$ cat config.mk
export PLATFORM = sky130hd
export DESIGN_NAME = link_mode_probe
export DESIGN_NICKNAME = d
export VERILOG_FILES = /design/src/rtl/lmp_pkg.sv /design/src/rtl/lmp_datapath.sv /design/src/rtl/lmp_ctrl.sv /design/src/rtl/link_mode_probe.sv
export SDC_FILE = /design/constraint.sdc
export NUM_CORES = 1
export LEC_CHECK = 0
export BUFFER_PORTS_ARGS = -buffer_cell sky130_fd_sc_hd__clkbuf_2
export CORE_AREA = 2 2 77 116
export CTS_BUF_LIST = sky130_fd_sc_hd__clkbuf_2
export DETAILED_ROUTE_END_ITERATION = 6
export DIE_AREA = 0 0 79 118
export PLACE_DENSITY = 0.83
export SYNTH_ARGS = -nofsm -noshare
export SYNTH_HDL_FRONTEND = slang
export SYNTH_SLANG_ARGS = --single-unit
$ cat constraint.sdc
create_clock -name clk -period 4.9 [get_ports clk]
set_clock_uncertainty 0.05 [all_clocks]
set_input_delay 0.245 -clock clk [delete_from_list [all_inputs] [get_ports clk]]
set_output_delay 0.245 -clock clk [all_outputs]
set_load 0.01 [all_outputs]
$ cat src/rtl/lmp_pkg.sv
package lmp_pkg;

  // strobes from control to datapath, at most one per cycle
  typedef struct packed {
    logic startA;
    logic capB;
    logic capC;
    logic capD;
    logic decide;
  } dpStrobe_t;

  typedef enum logic [2:0] {
    ST_IDLE   = 3'd0,
    ST_WAIT_B = 3'd1,
    ST_WAIT_C = 3'd2,
    ST_WAIT_D = 3'd3,
    ST_DECIDE = 3'd4,
    ST_DONE   = 3'd5
  } probeState_t;

endpackage

$ cat src/rtl/lmp_datapath.sv
module lmp_datapath
  import lmp_pkg::*;
#(
  parameter int CNT_W       = 16,
  parameter int SYNC_STAGES = 2,
  parameter int DIV_SHIFT   = 3
) (
  input  logic             clk,
  input  logic             rstN,
  input  logic             rxLine,
  input  dpStrobe_t        strb,
  output logic             fallEdge,
  output logic             riseEdge,
  output logic             cntSat,
  output logic             syncPick,
  output logic             modeSync,
  output logic [CNT_W-1:0] bitPeriod
);

  localparam logic [CNT_W-1:0] CNT_MAX = {CNT_W{1'b1}};
  localparam logic [CNT_W-1:0] CNT_ONE = {{(CNT_W-1){1'b0}}, 1'b1};

  // synchronizer chain, reset to idle-high
  logic [SYNC_STAGES-1:0] syncQ;

  genvar gi;
  generate
    for (gi = 0; gi < SYNC_STAGES; gi++) begin : g_sync
      if (gi == 0) begin : g_first
        always_ff @(posedge clk) begin
          if (!rstN) syncQ[gi] <= 1'b1;
          else       syncQ[gi] <= rxLine;
        end
      end else begin : g_next
        always_ff @(posedge clk) begin
          if (!rstN) syncQ[gi] <= 1'b1;
          else       syncQ[gi] <= syncQ[gi-1];
        end
      end
    end
  endgenerate

  logic lineS;
  logic linePrev;
  assign lineS = syncQ[SYNC_STAGES-1];

  always_ff @(posedge clk) begin
    if (!rstN) linePrev <= 1'b1;
    else       linePrev <= lineS;
  end

  assign fallEdge = linePrev & ~lineS;
  assign riseEdge = ~linePrev & lineS;

  // saturating tick counter; reads k exactly k cycles after startA
  logic [CNT_W-1:0] tickCnt;

  always_ff @(posedge clk) begin
    if (!rstN)            tickCnt <= '0;
    else if (strb.startA) tickCnt <= CNT_ONE;
    else if (!cntSat)     tickCnt <= tickCnt + CNT_ONE;
  end

  assign cntSat = (tickCnt == CNT_MAX);

  // edge timestamps relative to A
  logic [CNT_W-1:0] stampB;
  logic [CNT_W-1:0] stampC;
  logic [CNT_W-1:0] stampD;

  always_ff @(posedge clk) begin
    if (!rstN) begin
      stampB <= '0;
      stampC <= '0;
      stampD <= '0;
    end else begin
      if (strb.capB) stampB <= tickCnt;
      if (strb.capC) stampC <= tickCnt;
      if (strb.capD) stampD <= tickCnt;
    end
  end

  logic [CNT_W-1:0] spanCD;
  assign spanCD   = stampD - stampC;
  assign syncPick = (stampB > spanCD);

  always_ff @(posedge clk) begin
    if (!rstN) begin
      modeSync  <= 1'b0;
      bitPeriod <= '0;
    end else if (strb.decide) begin
      modeSync  <= syncPick;
      bitPeriod <= stampD >> DIV_SHIFT;
    end
  end


  stamp_order_chk: assert property (@(posedge clk) disable iff (!rstN)
    strb.decide |-> (stampB < stampC) && (stampC < stampD));


  one_strobe_chk: assert property (@(posedge clk) disable iff (!rstN)
    $onehot0({strb.startA, strb.capB, strb.capC, strb.capD, strb.decide}));


  period_hold_chk: assert property (@(posedge clk) disable iff (!rstN)
    !strb.decide |=> $stable(bitPeriod));

endmodule

$ cat src/rtl/lmp_ctrl.sv
module lmp_ctrl
  import lmp_pkg::*;
#(
  parameter logic [7:0] UART_ACK = 8'h86,
  parameter logic [7:0] SYNC_ACK = 8'h30
) (
  input  logic       clk,
  input  logic       rstN,
  input  logic       fallEdge,
  input  logic       riseEdge,
  input  logic       cntSat,
  input  logic       syncPick,
  input  logic       modeSync,
  output dpStrobe_t  strb,
  output logic       modeValid,
  output logic       txReq,
  output logic [7:0] txByte,
  output logic       errPulse
);

  probeState_t state;
  probeState_t nxtState;
  logic        timeout;

  always_comb begin
    nxtState = state;
    strb     = '0;
    timeout  = 1'b0;
    unique case (state)
      ST_IDLE: begin
        if (fallEdge) begin
          strb.startA = 1'b1;
          nxtState    = ST_WAIT_B;
        end
      end
      ST_WAIT_B: begin
        if (cntSat) begin
          timeout  = 1'b1;
          nxtState = ST_IDLE;
        end else if (riseEdge) begin
          strb.capB = 1'b1;
          nxtState  = ST_WAIT_C;
        end
      end
      ST_WAIT_C: begin
        if (cntSat) begin
          timeout  = 1'b1;
          nxtState = ST_IDLE;
        end else if (fallEdge) begin
          strb.capC = 1'b1;
          nxtState  = ST_WAIT_D;
        end
      end
      ST_WAIT_D: begin
        if (cntSat) begin
          timeout  = 1'b1;
          nxtState = ST_IDLE;
        end else if (riseEdge) begin
          strb.capD = 1'b1;
          nxtState  = ST_DECIDE;
        end
      end
      ST_DECIDE: begin
        strb.decide = 1'b1;
        nxtState    = ST_DONE;
      end
      ST_DONE:  nxtState = ST_DONE;
      default:  nxtState = ST_IDLE;
    endcase
  end

  always_ff @(posedge clk) begin
    if (!rstN) begin
      state    <= ST_IDLE;
      txReq    <= 1'b0;
      txByte   <= 8'h00;
      errPulse <= 1'b0;
    end else begin
      state    <= nxtState;
      txReq    <= (state == ST_DECIDE);
      errPulse <= timeout;
      if (state == ST_DECIDE) txByte <= syncPick ? SYNC_ACK : UART_ACK;
    end
  end

  assign modeValid = (state == ST_DONE);


  req_single_chk: assert property (@(posedge clk) disable iff (!rstN)
    txReq |=> !txReq);


  req_on_rise_chk: assert property (@(posedge clk) disable iff (!rstN)
    txReq |-> $rose(modeValid));


  req_byte_chk: assert property (@(posedge clk) disable iff (!rstN)
    txReq |-> (txByte == (modeSync ? SYNC_ACK : UART_ACK)));


  valid_hold_chk: assert property (@(posedge clk) disable iff (!rstN)
    modeValid |=> modeValid);


  err_no_valid_chk: assert property (@(posedge clk) disable iff (!rstN)
    errPulse |-> !modeValid && !txReq);

endmodule

$ cat src/rtl/link_mode_probe.sv
module link_mode_probe
  import lmp_pkg::*;
#(
  parameter int         CNT_W       = 16,
  parameter int         SYNC_STAGES = 2,
  parameter int         DIV_SHIFT   = 3,
  parameter logic [7:0] UART_ACK    = 8'h86,
  parameter logic [7:0] SYNC_ACK    = 8'h30
) (
  input  logic             clk,
  input  logic             rstN,
  input  logic             rxLine,
  output logic             modeValid,
  output logic             modeSync,
  output logic [CNT_W-1:0] bitPeriod,
  output logic             txReq,
  output logic [7:0]       txByte,
  output logic             errPulse
);

  dpStrobe_t strb;
  logic      fallEdge;
  logic      riseEdge;
  logic      cntSat;
  logic      syncPick;

  lmp_datapath #(
    .CNT_W      (CNT_W),
    .SYNC_STAGES(SYNC_STAGES),
    .DIV_SHIFT  (DIV_SHIFT)
  ) datapath_i (
    .clk      (clk),
    .rstN     (rstN),
    .rxLine   (rxLine),
    .strb     (strb),
    .fallEdge (fallEdge),
    .riseEdge (riseEdge),
    .cntSat   (cntSat),
    .syncPick (syncPick),
    .modeSync (modeSync),
    .bitPeriod(bitPeriod)
  );

  lmp_ctrl #(
    .UART_ACK(UART_ACK),
    .SYNC_ACK(SYNC_ACK)
  ) ctrl_i (
    .clk      (clk),
    .rstN     (rstN),
    .fallEdge (fallEdge),
    .riseEdge (riseEdge),
    .cntSat   (cntSat),
    .syncPick (syncPick),
    .modeSync (modeSync),
    .strb     (strb),
    .modeValid(modeValid),
    .txReq    (txReq),
    .txByte   (txByte),
    .errPulse (errPulse)
  );

endmodule

# Yosys cells after proc, flatten, opt, wreduce, memory -nomap -nowiden
# Index checks and enable logic that the tools add are counted.
[totals]
mem_bits_ro = 0
inputBits = 3
output_inout_bits = 28
ram_bits = 0
mem_count = 0
word_cells = 60
latchBits = 0
regBits = 94
[classes]
shift = 0
multipliers = 0
bitwise_logic = 5
n_reduce_logical = 6
div = 0
mux = 21
eq_ne = 11
addsub = 2
order_cmp = 1
[op_table]
columns = ["op", "count"]
rows = [
  ["two-way mux 3 bit", 7],
  ["adder 16 x 1 -> 16 bit (second input constant)", 1],
  ["equality test 16 bit (second input constant)", 1],
  ["> comparator 16 bit", 1],
  ["subtractor 16 bit", 1],
  ["one-hot mux 3 bit (5 select lines)", 1],
  ["two-way mux 1 bit", 12],
  ["inequality test 3 x 2 -> 1 bit (second input constant)", 3],
  ["two-way mux 8 bit", 1],
  ["equality test 3 x 2 -> 1 bit (second input constant)", 2],
  ["equality test 3 bit (second input constant)", 2],
  ["inequality test 2 x 1 -> 1 bit (second input constant)", 2],
  ["AND reduction 4 bit", 1],
  ["OR reduction 2 bit", 2],
  ["equality test 3 x 1 -> 1 bit (second input constant)", 1],
  ["zero test 3 bit", 1],
  ["inverter 1 bit", 3],
  ["OR reduction 3 bit", 1],
  ["AND 1 bit", 2],
  ["AND reduction 2 bit", 1],
]

# Depth between registers and ports, before layout
[depth]
word_depth = 5
mapped_depth = 17
mapped_depth_nobuf = 17

# Cells and area by module
# A second synthesis with hierarchy kept.
[hier_totals]
hier_cells = 514
area_unflattened_um2 = 4775.8
[modules_own_cells]
columns = ["module", "seq_area_each_um2", "cells_per_inst", "area_per_inst_um2", "instances"]
rows = [
  ["lmp_datapath", 1621.6, 472, 4403.0, 1],
  ["lmp_ctrl", 140.1, 42, 372.9, 1],
]

# Worst setup path after synthesis
# OpenSTA, ideal clock, no wires.
[synth_timing]
kind = "register to register"
start = "register datapath_i.stampD[0]"
end = "register ctrl_i.txByte[2]"
period_less_slack_ps = 3504
stages_incl_launch_ff = 18
arrival_time_ps = 3322
slack_ps = 1396
cell_sequence = "dfxtp_1 > inv_1 > ha_1 > inv_1 > fa_1 > a211oi_1 > o21bai_1 > o21ba_2 > a311oi_1 > a21oi_1 > xnor2_1 > ha_1 > nand4_1 > or4_1 > a21oi_1 > a211oi_1 > nor2_1 > a21oi_1"
[synth_between]
elab_chain_len = 3
[synth_rtl]
columns = ["element", "line_no", "source"]
rows = [
  ["start, declared", "lmp_datapath.sv:69", "logic [CNT_W-1:0] stampD;"],
  ["start signal, assigned", "lmp_datapath.sv:79", "if (strb.capD) stampD <= tickCnt;"],
  ["subtractor 16 bit", "lmp_datapath.sv:84", "assign spanCD = stampD - stampC;"],
  ["> comparator 16 bit", "lmp_datapath.sv:85", "assign syncPick = (stampB > spanCD);"],
  ["two-way mux 8 bit", "lmp_ctrl.sv:82", "if (state == ST_DECIDE) txByte <= syncPick ? SYNC_ACK : UART_ACK;"],
  ["end signal, assigned", "lmp_ctrl.sv:82", ""],
  ["end, declared", "lmp_ctrl.sv:17", "output logic [7:0] txByte,"],
]
# No other way between the ends.
# A chain may end at the register's enable or synchronous reset.

# Worst setup path in the final report
# Ends and elaborated chain as after synthesis.

==> metrics.md <==
| Metric | Value |
|---|---|
| Outcome | completed |
| Hold buffers post-CTS | 1 |
| Final wirelength | 9670 µm |
| Worst path bufs/invs | 2 |
| Crit-path max FO | 3 |
| Worst-Margin Slew | 1.113 ns |
| H-tree lvl count | 3 |
| Seq cells post-synth | 87 |
| Die Ht | 118 µm |
| Crit path DAT | 4.23 ns |
| Crit-path max cell delay | 0.54 ns |
| GRT Total Usage | 21.62% |
| CTS Sinks | 87 |
| First-pass GRT wire length | 16080 µm |
| Asr flop ratio synth | 0% |
| Static Leak | 1.771 nW |
| Fraction of layout cells with a size suffix above 1 | 8.922% |
| 1st-iter DRT viols | 190 |
| Power per cell area | 242.9 nW/µm² |
| Syn_area_per_cell | 8.396 µm² |
| Via density | 5.696 |
| Required time worst endpoint | 5.28 ns |
| Post-synthesis sequential area ratio | 39.07% |
| Slew Viols, Final | 0 |
| Port Buffer Count | 24 |
| CP Cell Sequence | inv_1 > ha_1 > inv_1 > fa_1 > a211oi_1 > o21bai_1 > o21ba_2 > a311oi_1 > a21oi_1 > xnor2_1 > ha_1 > nand4_1 > or4_1 > a21oi_1 > a211oi_1 > nor2_1 > a21oi_1 |
| Io pins | 31 |
| Worst-Skew Late Latency | 0.56 ns |
| Ys flop type | dfxtp_1 |
| Final Non-Filler Cells | 645 |
| WS Path Type | register to register |
| Crit. End Element | register |
| Antenna-violating nets left | 0 |
| Post-Syn Area | 4458 µm² |
| Fmax | 0.2596 GHz |
| HP Class | input port to register |
| Clock Tree Buf Depth | 2 |
| Mapped Cells | 531 |
| Final period util | 78.62% |
| Worst vdd ir | 0.0002239 V |
| Top Family by Delay on Critical Path | compound AO/OA/AOI/OAI gates |
| Die X-Extent | 79 µm |
| Most Frequent Cell on Critical Path | a21oi_1 |
| Grt ovf | 0 |
| Max-cap violations | 0 |
| Synth warn | 0 |
| Total vias in the final route | 3674 |
| Slew headroom | 25.83% |
| Hold Slack | 0.2232 ns |
| RSZ-0062 raised after global routing | false |
| Clk pin slew, worst setup/hold paths | 0.25 ns |
| Total Power | 1.126 mW |
| ANT cells | 0 |
| Area grow syn2layout | 3.957% |
| Die area | 9322 µm² |
| Critical-path top delay cell | or4_1 |
| Core ar. | 8310 µm² |
| Vias in the first global route | 3516 |
| Cell variety after synth | 52 |
| Total CTS buffers | 9 |
| Final #Nets | 569 |
| Clk root buf | clkbuf_2 |
| Cells after DPL | 628 |
| Post-DP HPWL | 7044 µm |
| Cell Rows | 41 |
| CTS tree | done |
| Gpl congestion | 0.9578 |
| Initial Util | 53.64% |
| Post-cts resize count | 0 |
| Drc violations | 0 |
| Worst Setup Start Kind | register |
| Antenna violations before repair | 0 |
| 1st-pass router iterations | 5 |
| Final Hold Viols | 0 |
| Post-synth EDFFs | 0 |
| Setup TNS Final | 0 ns |
| Fin crit period | 3.853 ns |
| DR WL/cell | 14.99 µm |
| Buffer count from post-CTS setup fixing | 0 |
| Pin count of the biggest net entering global routing | 88 |
| Setup violators final | 0 |
==> logic make-up after synthesis <==
kind of cell,after synthesis,share of synthesized area [%]
fa+ha+maj,33,9.430
simple gates,198,22.34
buf+inv,62,7.017
flops,87,39.07
mux,1,0.2526
compound gates,124,16.90
xor+xnor,25,4.912
other cells,1,0.08412
==> through the flow <==
| stage | utilization, % | worst slack (ns) | cell area, µm² |
|---|---|---|---|
| 2_1_floorplan | - | 1.396 | 4477 |
| 3_3_place_gp | 54.25 | 1.175 | 4508 |
| 3_5_place_dp | 54.25 | 1.076 | 4508 |
| 4_1_cts | 55.77 | 1.054 | 4634 |
| 5_1_grt | 55.77 | 0.6975 | 4634 |
| 6_report | 55.77 | 1.047 | 4634 |
==> layout make-up <==
class	instances	area, µm²
clock inverter	7	71.32
tap	107	133.9
timing repair buffer	26	137.6
sequential	87	1742
multi-input combinational	387	2422
fill	770	3676
inverter	22	82.58
clock buffer	9	45.04
==> flip-flops by register name, summed over array words and instances, names as in the netlist, 2 cells and up <==
name,count
datapath_i.stampD,16
datapath_i.stampB,16
ctrl_i.txByte,2
datapath_i.tickCnt,16
datapath_i.bitPeriod,13
datapath_i.stampC,16
ctrl_i.state,3
==> power by group <==
group          leakage [nW]  internal, mW  total [mW]  switching [mW]
sequential            0.702         0.713       0.720         0.00612
combinational          1.00       0.00939      0.0326          0.0233
clock                0.0680         0.119       0.373           0.254
==> cells in the final DEF (no fill, tap or decap), types with 3 or more instances in the layout <==
master    netlist  routed
a21boi_0        4       4
a21o_1          7       7
a211oi_1        5       5
ha_1           32      32
a21boi_1       10      10
dfxtp_1        87      87
o21ai_0         8       8
o21ai_1        49      49
clkbuf_2        0      33
and3_1          5       5
o21a_1          4       4
nor2_1         31      31
nand2_1        60      60
conb_1          1       6
nand4_1         9       9
nor2b_1         3       3
xor2_1         17      17
nand3_1        57      57
nand2b_1       11      11
a21oi_1        20      20
nor3_1          4       4
inv_1          22      22
xnor2_1         8       8
o211ai_1        5       5
==> worst reg2reg max path: stages, from the launching register on <==
cell	delay, ns
dfxtp_1	0.36
inv_1	0.05
ha_1	0.15
inv_1	0.05
fa_1	0.42
a211oi_1	0.23
o21bai_1	0.16
o21ba_2	0.23
a311oi_1	0.39
a21oi_1	0.15
xnor2_1	0.14
ha_1	0.30
nand4_1	0.10
or4_1	0.54
a21oi_1	0.13
a211oi_1	0.05
nor2_1	0.15
a21oi_1	0.09
==> cells in the mapped netlist, types with 11 or more instances <==
cell / count / area share, %
nor2_1: 31 / 2.6
xor2_1: 17 / 3.3
inv_1: 22 / 1.9
nand2b_1: 11 / 1.5
a21oi_1: 20 / 2.2
buf_4: 16 / 2.7
o21ai_1: 49 / 5.5
nand3_1: 57 / 6.4
ha_1: 32 / 9.0
clkbuf_1: 15 / 1.3
dfxtp_1: 87 / 39
nand2_1: 60 / 5.1
==> path summary, 6_finish.rpt <==
check / endpoint / slack (ns) / start / cells past startpoint
min reg2reg: datapath_i.lineS$_SDFF_PN1_ / 0.40 / datapath_i.syncQ[0]$_SDFF_PN1_ / 1
min: datapath_i.tickCnt[1]$_SDFFE_PP0N_ / 0.22 / rstN / 3
max reg2reg: ctrl_i.txByte[2]$_SDFFE_PN0P_ / 1.05 / datapath_i.stampD[0]$_SDFFE_PN0P_ / 17
max: ctrl_i.txByte[2]$_SDFFE_PN0P_ / 1.05 / datapath_i.stampD[0]$_SDFFE_PN0P_ / 17
==> routing by layer <==
| metal | global-route usage, % | wire length [µm] | vias up |
|---|---|---|---|
| met4 | 10.67 | 331 | 0 |
| met3 | 3.758 | 324 | 18 |
| li1 | - | - | 1847 |
| met1 | 23.33 | 3787 | 1735 |
| met2 | 39.41 | 5227 | 74 |
| met5 | 0 | 0 | - |
No activity file was read; power rests on OpenSTA's default activity.
